## src/rtl/wdt_pkg.sv

```systemverilog
package wdt_pkg;

  typedef enum logic [1:0] {
    EV_NONE = 2'd0,
    EV_IRQ  = 2'd1,
    EV_RST  = 2'd2
  } wdt_event_e;

  function automatic int max3(input int a, input int b, input int c);
    int m;
    m = (a > b) ? a : b;
    return (m > c) ? m : c;
  endfunction

endpackage

```

## src/rtl/wdt_prescaler.sv

```systemverilog
// Free-running divider; ratios must be powers of two no larger than the
// biggest one. Cleared only by reset or a reset-request event.
module wdt_prescaler #(
  parameter int DIV_LO  = 16,
  parameter int DIV_HI  = 128,
  parameter int DIV_SUB = 2
) (
  input  logic clk,
  input  logic rst_n,
  input  logic adv_i,
  input  logic clr_i,
  input  logic sub_sel_i,
  input  logic hi_sel_i,
  output logic tick_o
);
  localparam int DIV_MAX = wdt_pkg::max3(DIV_LO, DIV_HI, DIV_SUB);
  localparam int PRE_W   = $clog2(DIV_MAX);
  localparam logic [PRE_W-1:0] MASK_LO  = PRE_W'(DIV_LO - 1);
  localparam logic [PRE_W-1:0] MASK_HI  = PRE_W'(DIV_HI - 1);
  localparam logic [PRE_W-1:0] MASK_SUB = PRE_W'(DIV_SUB - 1);

  logic [PRE_W-1:0] pre_q, pre_d, mask;

  always_comb begin
    if (sub_sel_i)     mask = MASK_SUB;
    else if (hi_sel_i) mask = MASK_HI;
    else               mask = MASK_LO;
  end

  always_comb begin
    pre_d = pre_q;
    if (clr_i)      pre_d = '0;
    else if (adv_i) pre_d = pre_q + 1'b1;
  end

  always_ff @(posedge clk or negedge rst_n) begin
    if (!rst_n) pre_q <= '0;
    else        pre_q <= pre_d;
  end

  assign tick_o = adv_i && ((pre_q & mask) == mask);

endmodule

```

## src/rtl/wdt_downcounter.sv

```systemverilog
module wdt_downcounter #(
  parameter int CNT_W = 15
) (
  input  logic             clk,
  input  logic             rst_n,
  input  logic             reload_i,
  input  logic             dec_i,
  output logic [CNT_W-1:0] count_o,
  output logic             zero_o
);
  logic [CNT_W-1:0] cnt_q, cnt_d;

  always_comb begin
    cnt_d = cnt_q;
    if (reload_i)   cnt_d = '1;
    else if (dec_i) cnt_d = cnt_q - 1'b1;
  end

  always_ff @(posedge clk or negedge rst_n) begin
    if (!rst_n) cnt_q <= '1;
    else        cnt_q <= cnt_d;
  end

  assign count_o = cnt_q;
  assign zero_o  = (cnt_q == '0);

endmodule

```

## src/rtl/wdt_mode_ctl.sv

```systemverilog
// Sticky outcome select: 0 interrupt, 1 reset. Set-only by software.
module wdt_mode_ctl (
  input  logic clk,
  input  logic rst_n,
  input  logic wr_i,
  input  logic wdata_i,
  input  logic clr_i,
  output logic mode_o
);
  logic mode_q, mode_d;

  always_comb begin
    mode_d = mode_q | (wr_i & wdata_i);
    if (clr_i) mode_d = 1'b0;
  end

  always_ff @(posedge clk or negedge rst_n) begin
    if (!rst_n) mode_q <= 1'b0;
    else        mode_q <= mode_d;
  end

  assign mode_o = mode_q;

endmodule

```

## src/rtl/wdog_timer.sv

```systemverilog
module wdog_timer #(
  parameter int CNT_W       = 15,
  parameter int DIV_MAIN_LO = 16,
  parameter int DIV_MAIN_HI = 128,
  parameter int DIV_SUB     = 2
) (
  input  logic             clk,
  input  logic             rst_n,
  input  logic             cpu_tick,
  input  logic             sub_clk,
  input  logic             div_hi,
  input  logic             kick,
  input  logic             mode_wr,
  input  logic             mode_wdata,
  input  logic             freeze,
  output logic             irq_o,
  output logic             rst_req_o,
  output logic [CNT_W-1:0] count_o
);
  import wdt_pkg::*;

  logic       run_q, run_d;
  logic       irq_q, rst_q;
  logic       adv, tick, zero, uf, reload, rst_ev;
  logic       mode_q;
  wdt_event_e ev;

  assign adv = run_q & cpu_tick & ~freeze;

  wdt_prescaler #(
    .DIV_LO (DIV_MAIN_LO),
    .DIV_HI (DIV_MAIN_HI),
    .DIV_SUB(DIV_SUB)
  ) u_pre (
    .clk      (clk),
    .rst_n    (rst_n),
    .adv_i    (adv),
    .clr_i    (rst_ev),
    .sub_sel_i(sub_clk),
    .hi_sel_i (div_hi),
    .tick_o   (tick)
  );

  // Underflow: a tick while at zero, unless a kick lands in the same cycle.
  assign uf = tick & zero & ~kick;

  always_comb begin
    ev = EV_NONE;
    if (uf) ev = mode_q ? EV_RST : EV_IRQ;
  end

  assign rst_ev = (ev == EV_RST);
  assign reload = kick | uf;

  wdt_downcounter #(.CNT_W(CNT_W)) u_cnt (
    .clk     (clk),
    .rst_n   (rst_n),
    .reload_i(reload),
    .dec_i   (tick),
    .count_o (count_o),
    .zero_o  (zero)
  );

  wdt_mode_ctl u_mode (
    .clk    (clk),
    .rst_n  (rst_n),
    .wr_i   (mode_wr),
    .wdata_i(mode_wdata),
    .clr_i  (rst_ev),
    .mode_o (mode_q)
  );

  always_comb begin
    run_d = run_q;
    if (rst_ev)    run_d = 1'b0;
    else if (kick) run_d = 1'b1;
  end

  always_ff @(posedge clk or negedge rst_n) begin
    if (!rst_n) begin
      run_q <= 1'b0;
      irq_q <= 1'b0;
      rst_q <= 1'b0;
    end else begin
      run_q <= run_d;
      irq_q <= (ev == EV_IRQ);
      rst_q <= rst_ev;
    end
  end

  assign irq_o     = irq_q;
  assign rst_req_o = rst_q;

endmodule

```

## config.mk

```make
export PLATFORM = sky130hd
export DESIGN_NAME = wdog_timer
export DESIGN_NICKNAME = d
export VERILOG_FILES = /design/src/rtl/wdt_pkg.sv /design/src/rtl/wdt_prescaler.sv /design/src/rtl/wdt_downcounter.sv /design/src/rtl/wdt_mode_ctl.sv /design/src/rtl/wdog_timer.sv
export SDC_FILE = /design/constraint.sdc
export NUM_CORES = 1
export LEC_CHECK = 0
export BUFFER_PORTS_ARGS = -buffer_cell sky130_fd_sc_hd__buf_2
export CORE_ASPECT_RATIO = 1.2
export CORE_MARGIN = 5
export CORE_UTILIZATION = 49
export CTS_BUF_LIST = sky130_fd_sc_hd__clkbuf_16
export CTS_CLUSTER_SIZE = 16
export DETAILED_ROUTE_END_ITERATION = 6
export HOLD_SLACK_MARGIN = 0.12
export PLACE_DENSITY = 0.74
export SLEW_MARGIN = 20
export SYNTH_ARGS = -nofsm -noshare
export SYNTH_HDL_FRONTEND = slang
export SYNTH_SLANG_ARGS = --single-unit
```

## constraint.sdc

```tcl
create_clock -name clk -period 1.75 [get_ports clk]
set_clock_uncertainty 0.05 [all_clocks]
set_input_delay 0.4375 -clock clk [delete_from_list [all_inputs] [get_ports clk]]
set_output_delay 0.4375 -clock clk [all_outputs]
set_load 0.05 [all_outputs]
```

==> flow_summary.ini, run 1 <==
[floorplan]
chipHeight_um = 68.8
die_x_um = 59.0
initial_core_util = 0.506
fp.coreArea_sq_um = 2790
core.rowCount = 21
ios = 26
die_area_sq_um = 4060

[setup_path]
start_kind = register
cp-end-kind = register
path_max_fanout = 5
worstSetupPathType = reg2reg
arrival_ns = 1.99
cp.required_ns = 1.86

[final_layout]
layout-drive-gt1-share = 0.556
layout-area-overhead-vs-synth_pct = 41.8
num_antenna_cells = 0
nets = 211
final_cells = 232
fin_area_sq_um = 2000

[sta]
rsz0062_at_grt = true
slew-limit-headroom = 0.617
holdWs_ns = 0.128
max_slew.worst_pin.slew_ns = 0.575
setup_viol = 17
final_max_slew_viol_count = 0
max_freq_mhz = 534
timing.final.ws_setup_ns = -0.122
hold_viol = 0
min_period_over_period = 1.07
fin_crit_ns = 1.87

[routing]
drc = 0
wl_um = 3560
drtIter0Drc = 29
wire_per_inst_um = 15.3
route.vias.total = 1336
first_pass_iters = 4
drtAntennaViolNets = 0
viasPerCell = 5.76

[clock_tree]
cts_root_buffer = clkbuf_16
clk_pin_slew_worst_paths_ns = 0.06
cts-buffers-inserted = 3
cts_tree = yes
clk_latency_ns = 0.25
h-tree-depth = 1
clockBufferDepth = 2
cts.sinks = 26

[placement]
placed_area_sq_um = 1810
globalplace.congestion = 0.823
portBuffers = 25
dpl.hpwl_um = 2530
dp.cells = 228

[synth]
synth_cell_types = 41
syn-num-nets = 157
syn-cell-area_sq_um = 1410
yosysWarnings = 0
avgSynthCellArea_sq_um = 9.72
ys_seq_area_frac = 0.475
ys_ff_latch = 26
synth_cells = 145

[outcome]
violations = setup timing
status = finished, violations left

[global_route]
antenna_found_initial = 0
grt_max_degree = 27
grt_usage = 0.182
grt_first_pass_wirelength_um = 5640
grt_pass1_vias = 1301
overflow = 0

[power]
peakVddDrop_uv = 666
power_density_nw_per_um2 = 782
total_power_mw = 1.56
p_leak_nw = 0.810

[flow_run]
maxCapViolCount = 0

[hold_path]
hold_path_class = in2async
==> synth_stat cells, drive strengths merged <==
cell / n / area share
or3: 3 / 0.014
a21oi: 6 / 0.021
ha: 3 / 0.027
nand4b: 2 / 0.012
clkbuf: 2 / 0.0053
xor2: 4 / 0.025
o211ai: 2 / 0.011
and4: 5 / 0.031
nor4: 1 / 0.015
inv: 2 / 0.0053
or3b: 1 / 0.0062
a31oi: 5 / 0.022
nor2: 20 / 0.053
or2: 4 / 0.018
o31ai: 3 / 0.016
nor2b: 3 / 0.013
nor3: 5 / 0.018
o31a: 1 / 0.0062
nand3: 11 / 0.039
o21ai: 9 / 0.032
a211o: 1 / 0.0062
buf: 3 / 0.0098
or4: 5 / 0.034
a2111oi: 1 / 0.0062
and3: 3 / 0.013
dfstp: 15 / 0.28
dfrtp: 11 / 0.20
a32oi: 1 / 0.0062
nand2: 5 / 0.013
nand4: 1 / 0.0044
a221o: 1 / 0.0071
nor3b: 1 / 0.0053
and2: 1 / 0.0044
and4b: 1 / 0.0071
xnor2: 2 / 0.012
a211oi: 1 / 0.0053
==> worst paths after layout <==
kind,from,to,slack (ns),depth (start not counted)
min in group clk,mode_wr,u_mode.mode_o,0.40,3
max in group asynchronous,rst_n,u_cnt.count_o[11],1.15,1
worst max register to register,u_cnt.count_o[9],u_cnt.count_o[14],-0.12,5
worst min register to register,u_mode.mode_o,irq_o,0.43,1
worst max-delay path,u_cnt.count_o[9],u_cnt.count_o[14],-0.12,5
worst min-delay path,rst_n,u_pre.pre_q[0],0.13,1
==> placed cells by master (no fill, tap or decap), types with 2 or more instances in the layout <==
cell	count
nand3_2	6
ha_1	3
o31ai_1	3
nor2_2	9
or3_1	2
or4_4	3
o21ai_2	6
nand4b_1	2
buf_2	24
a21oi_1	5
and3_1	3
nor2_1	11
nand3_1	4
a31oi_1	4
dfstp_2	14
xnor2_1	2
nor3_1	3
nand2_1	5
o211ai_1	2
buf_4	27
nor2b_1	3
clkbuf_16	3
xor2_1	4
o21ai_0	3
or2_2	2
buf_6	3
and4_1	5
inv_1	2
dfrtp_1	11
==> per-layer routing <==
layer / share of wire / global-route usage / vias up / wire length, um
li1: - / - / 647 / -
met1: 0.40 / 0.213 / 657 / 1410
met2: 0.55 / 0.343 / 28 / 1980
met3: 0.040 / 0.0279 / 4 / 144
met4: 0.0090 / 0.0510 / 0 / 32
met5: 0 / 0 / - / 0
==> per-stage QoR <==
stage	worst slack [ns]	utilization	setup TNS, ns
floorplan	-0.161	-	-2.71
global placement	-0.120	0.650	-1.28
detailed placement	-0.161	0.650	-2.17
CTS	-0.0990	0.695	-0.604
global route	-0.171	0.718	-2.36
finish	-0.122	0.718	-1.24
==> power breakdown <==
part           internal, mW  switching (mW)  total [mW]
registers             0.666          0.0428       0.709
logic                 0.173           0.184       0.357
clock network         0.305           0.192       0.497
==> area by class of cell <==
| cell class | instances | area [sq um] |
|---|---|---|
| multi-input cells | 112 | 841 |
| well taps | 34 | 42.5 |
| flip-flops and latches | 26 | 673 |
| repair buffers | 54 | 357 |
| fillers | 233 | 786 |
| clock inverters | 1 | 3.75 |
| clock buffers | 3 | 75.1 |
| inverters | 2 | 7.51 |
==> cells by family after synthesis <==
| group | after synthesis | share of synthesized area |
|---|---|---|
| simple gates | 72 | 0.302 |
| compound gates | 31 | 0.139 |
| flops | 26 | 0.475 |
| buf+inv | 7 | 0.0204 |
| xor+xnor | 6 | 0.0373 |
| fa+ha+maj | 3 | 0.0266 |
==> sequential cells by signal, summed over array words and instances (netlist names) <==
| register | flops |
|---|---|
| u_mode.mode_o | 1 |
| rst_req_o | 1 |
| u_cnt.count_o | 15 |
| irq_o | 1 |
| run_q | 1 |
| u_pre.pre_q | 7 |
==> timing repair <==
item                       CTS  global route
setup endpoints to repair   26            25
pin swaps                    6             5
resized for setup           12            19
hold buffers                 0             0
cloned                       0             0
buffers inserted             0             0
==> critical path, cell delays in order, from the launching register on <==
cell and delay (ns):
dfstp_2 0.37, or4_4 0.57, nor4_4 0.28, buf_4 0.21, o211ai_1 0.08, a32oi_1 0.22
Power figures use the tool's default switching activity.
==> inputs of run 2 (changes only) <==
CTS_CLUSTER_DIAMETER = 40   (was default)
PLACE_DENSITY = 0.85   (was 0.74)
SKIP_LAST_GASP = 1   (was default)
==> run 2 against run 1 <==
- first-iteration DRC count rose by 52%
- sequential share of layout area rose by 0.11 points
- worst hold slack worse by 0.0054 ns
- the run still ends with setup timing left
- fmax is 3.2% lower
- combinational power fell by 6.7%
- sequential power grew 1%
- routed wire length is 2.7% higher
- global-route usage increased by 1.7 points
- total power decreased by 0.57%
- largest cell class unchanged
- utilization is 0.22 points lower
- non-clock buffer count rose by 1
==> flow_summary.ini, run 2 (synthesis results as in run 1) <==
[sta]
setup_viol = 25
timing.final.ws_setup_ns = -0.184
rsz0062_at_grt = true
setup_tns_ns = -3.01
fin_crit_ns = 1.93
hold_viol = 0
min_period_over_period = 1.10
max_slew.worst_pin.slew_ns = 0.585
final_max_slew_viol_count = 0
slew-limit-headroom = 0.610
holdWs_ns = 0.123
max_freq_mhz = 517

[power]
p_sw_mw = 0.424
switching_share = 0.273
p_leak_nw = 0.815
power_frac_clock = 0.325
internal-power_mw = 1.13
peakVddDrop_uv = 667
comb_power_share = 0.214
power_frac_seq = 0.460
power_density_nw_per_um2 = 780

[routing]
drtAntennaViolNets = 0
drc = 0
wire_per_inst_um = 15.7
viasPerCell = 5.74
route.vias.total = 1338
wl_um = 3660
first_pass_iters = 4
drtIter0Drc = 44

[placement]
globalplace.congestion = 0.808
dp_slack_ns = -0.119
portBuffers = 25
dp.cells = 226
dpl.hpwl_um = 2510

[floorplan]
ios = 26
chipHeight_um = 68.8
die_area_sq_um = 4060
fp.coreArea_sq_um = 2790
die_x_um = 59.0
initial_core_util = 0.506
core.rowCount = 21

[global_route]
grt_first_pass_wirelength_um = 6050
grt_pass1_vias = 1391
overflow = 0
antenna_found_initial = 0
grt_max_degree = 27
grt_usage = 0.200

[setup_path]
arrival_ns = 2.03
start_kind = register
crit_chain = or4_4 -> nor4_4 -> buf_4 -> and4_1 -> buf_6 -> nor2_1
slowest_delay_ns = 0.58
cp.required_ns = 1.85
worst_r2r_path_depth = 6
worstSetupPathType = reg2reg
path_max_fanout = 8
cp-end-kind = register
slowest_stage = or4_4
worstReg2RegStart = u_cnt.count_o[9]
reg2reg_slack_ns = -0.18
rr_endpoint = u_pre.pre_q[2]

[final_layout]
num_antenna_cells = 0
fill_cells = 218
postLayoutCoreUtil = 0.716
nets = 212
layout_commonest_cell = buf_4
final_cells = 233
layout-area-overhead-vs-synth_pct = 41.3
final_cell_mix = buf_4 (28), buf_2 (24), nor2_1 (15), dfstp_2 (14), dfrtp_1 (11)
layout-drive-gt1-share = 0.528
largest_reg_flops = 15

[clock_tree]
clk_pin_slew_worst_paths_ns = 0.06
cts.sinks = 26
cts_root_buffer = clkbuf_16
clk_latency_ns = 0.26
h-tree-depth = 1
cts_hold_buf = 0
clockBufferDepth = 2
cts_tree = yes
cts-buffers-inserted = 3

[hold_path]
hold_path_class = in2async

[outcome]
status = finished, violations left
violations = setup timing

[flow_run]
maxCapViolCount = 0
## run 2: changes by cell type in the layout (fill, tap and decap cells not counted), sizes merged
| cell | delta |
|---|---|
| buf | +1 |
| inv | +1 |
| clkinv | -1 |
## run 2: worst max-delay path, delay by kind of cell (launching register included)
family | cells | cell delay [ns]
AND/OR/NAND/NOR | 4 | 1.06
flip-flops | 1 | 0.37
buffers and inverters | 2 | 0.34
## run 2: cell type report
| class | count | area, sq um | share of cell area |
|---|---|---|---|
| Multi-Input combinational cell | 112 | 827 | 0.415 |
| Sequential cell | 26 | 673 | 0.338 |
| Timing Repair Buffer | 55 | 364 | 0.183 |
| Clock buffer | 3 | 75.1 | 0.0377 |
| Tap cell | 34 | 42.5 | 0.0213 |
| Inverter | 2 | 7.51 | 0.00377 |
| Clock inverter | 1 | 3.75 | 0.00188 |
## run 2: metal layers
| layer | vias up | global-route usage | share of wire |
|---|---|---|---|
| li1 | 646 | - | - |
| met1 | 654 | 0.212 | 0.38 |
| met2 | 31 | 0.390 | 0.56 |
| met3 | 7 | 0.0298 | 0.045 |
| met4 | 0 | 0.0793 | 0.012 |
| met5 | - | 0 | 0 |
## run 2: what timing repair did
| action | in CTS | in global routing |
|---|---|---|
| resized for setup | 17 | 10 |
| pin swaps | 6 | 5 |
| setup buffers | 1 | 1 |
| endpoints found under the setup margin | 26 | 25 |
| gates cloned | 1 | 0 |
## run 2: worst max path at each step
stage                                start                 to  slack, ns  cells after the start
after global placement              freeze   u_cnt.count_o[5]      -0.10                      6
after CTS                 u_cnt.count_o[9]  u_cnt.count_o[12]      -0.13                      4
after floorplan           u_cnt.count_o[9]  u_cnt.count_o[12]      -0.16                      4
after detailed placement            freeze   u_cnt.count_o[5]      -0.12                      6
after global routing      u_cnt.count_o[9]     u_pre.pre_q[2]      -0.22                      6
final                     u_cnt.count_o[9]     u_pre.pre_q[2]      -0.18                      6
## run 2: stage by stage
step	total power, mW	cell area, sq um
floorplan	0.885	1460
global placement	1.01	1800
detailed placement	1.03	1800
CTS	1.56	1940
global route	1.64	1990
finish	1.55	1990
## run 2: power groups by stage
| stage | logic [mW] | clock network [mW] | registers, mW |
|---|---|---|---|
| CTS | 0.328 | 0.514 | 0.715 |
| global route | 0.363 | 0.546 | 0.726 |
| floorplan | 0.140 | 0 | 0.745 |
| global placement | 0.290 | 0 | 0.719 |
| detailed placement | 0.309 | 0 | 0.725 |
| finish | 0.333 | 0.506 | 0.716 |
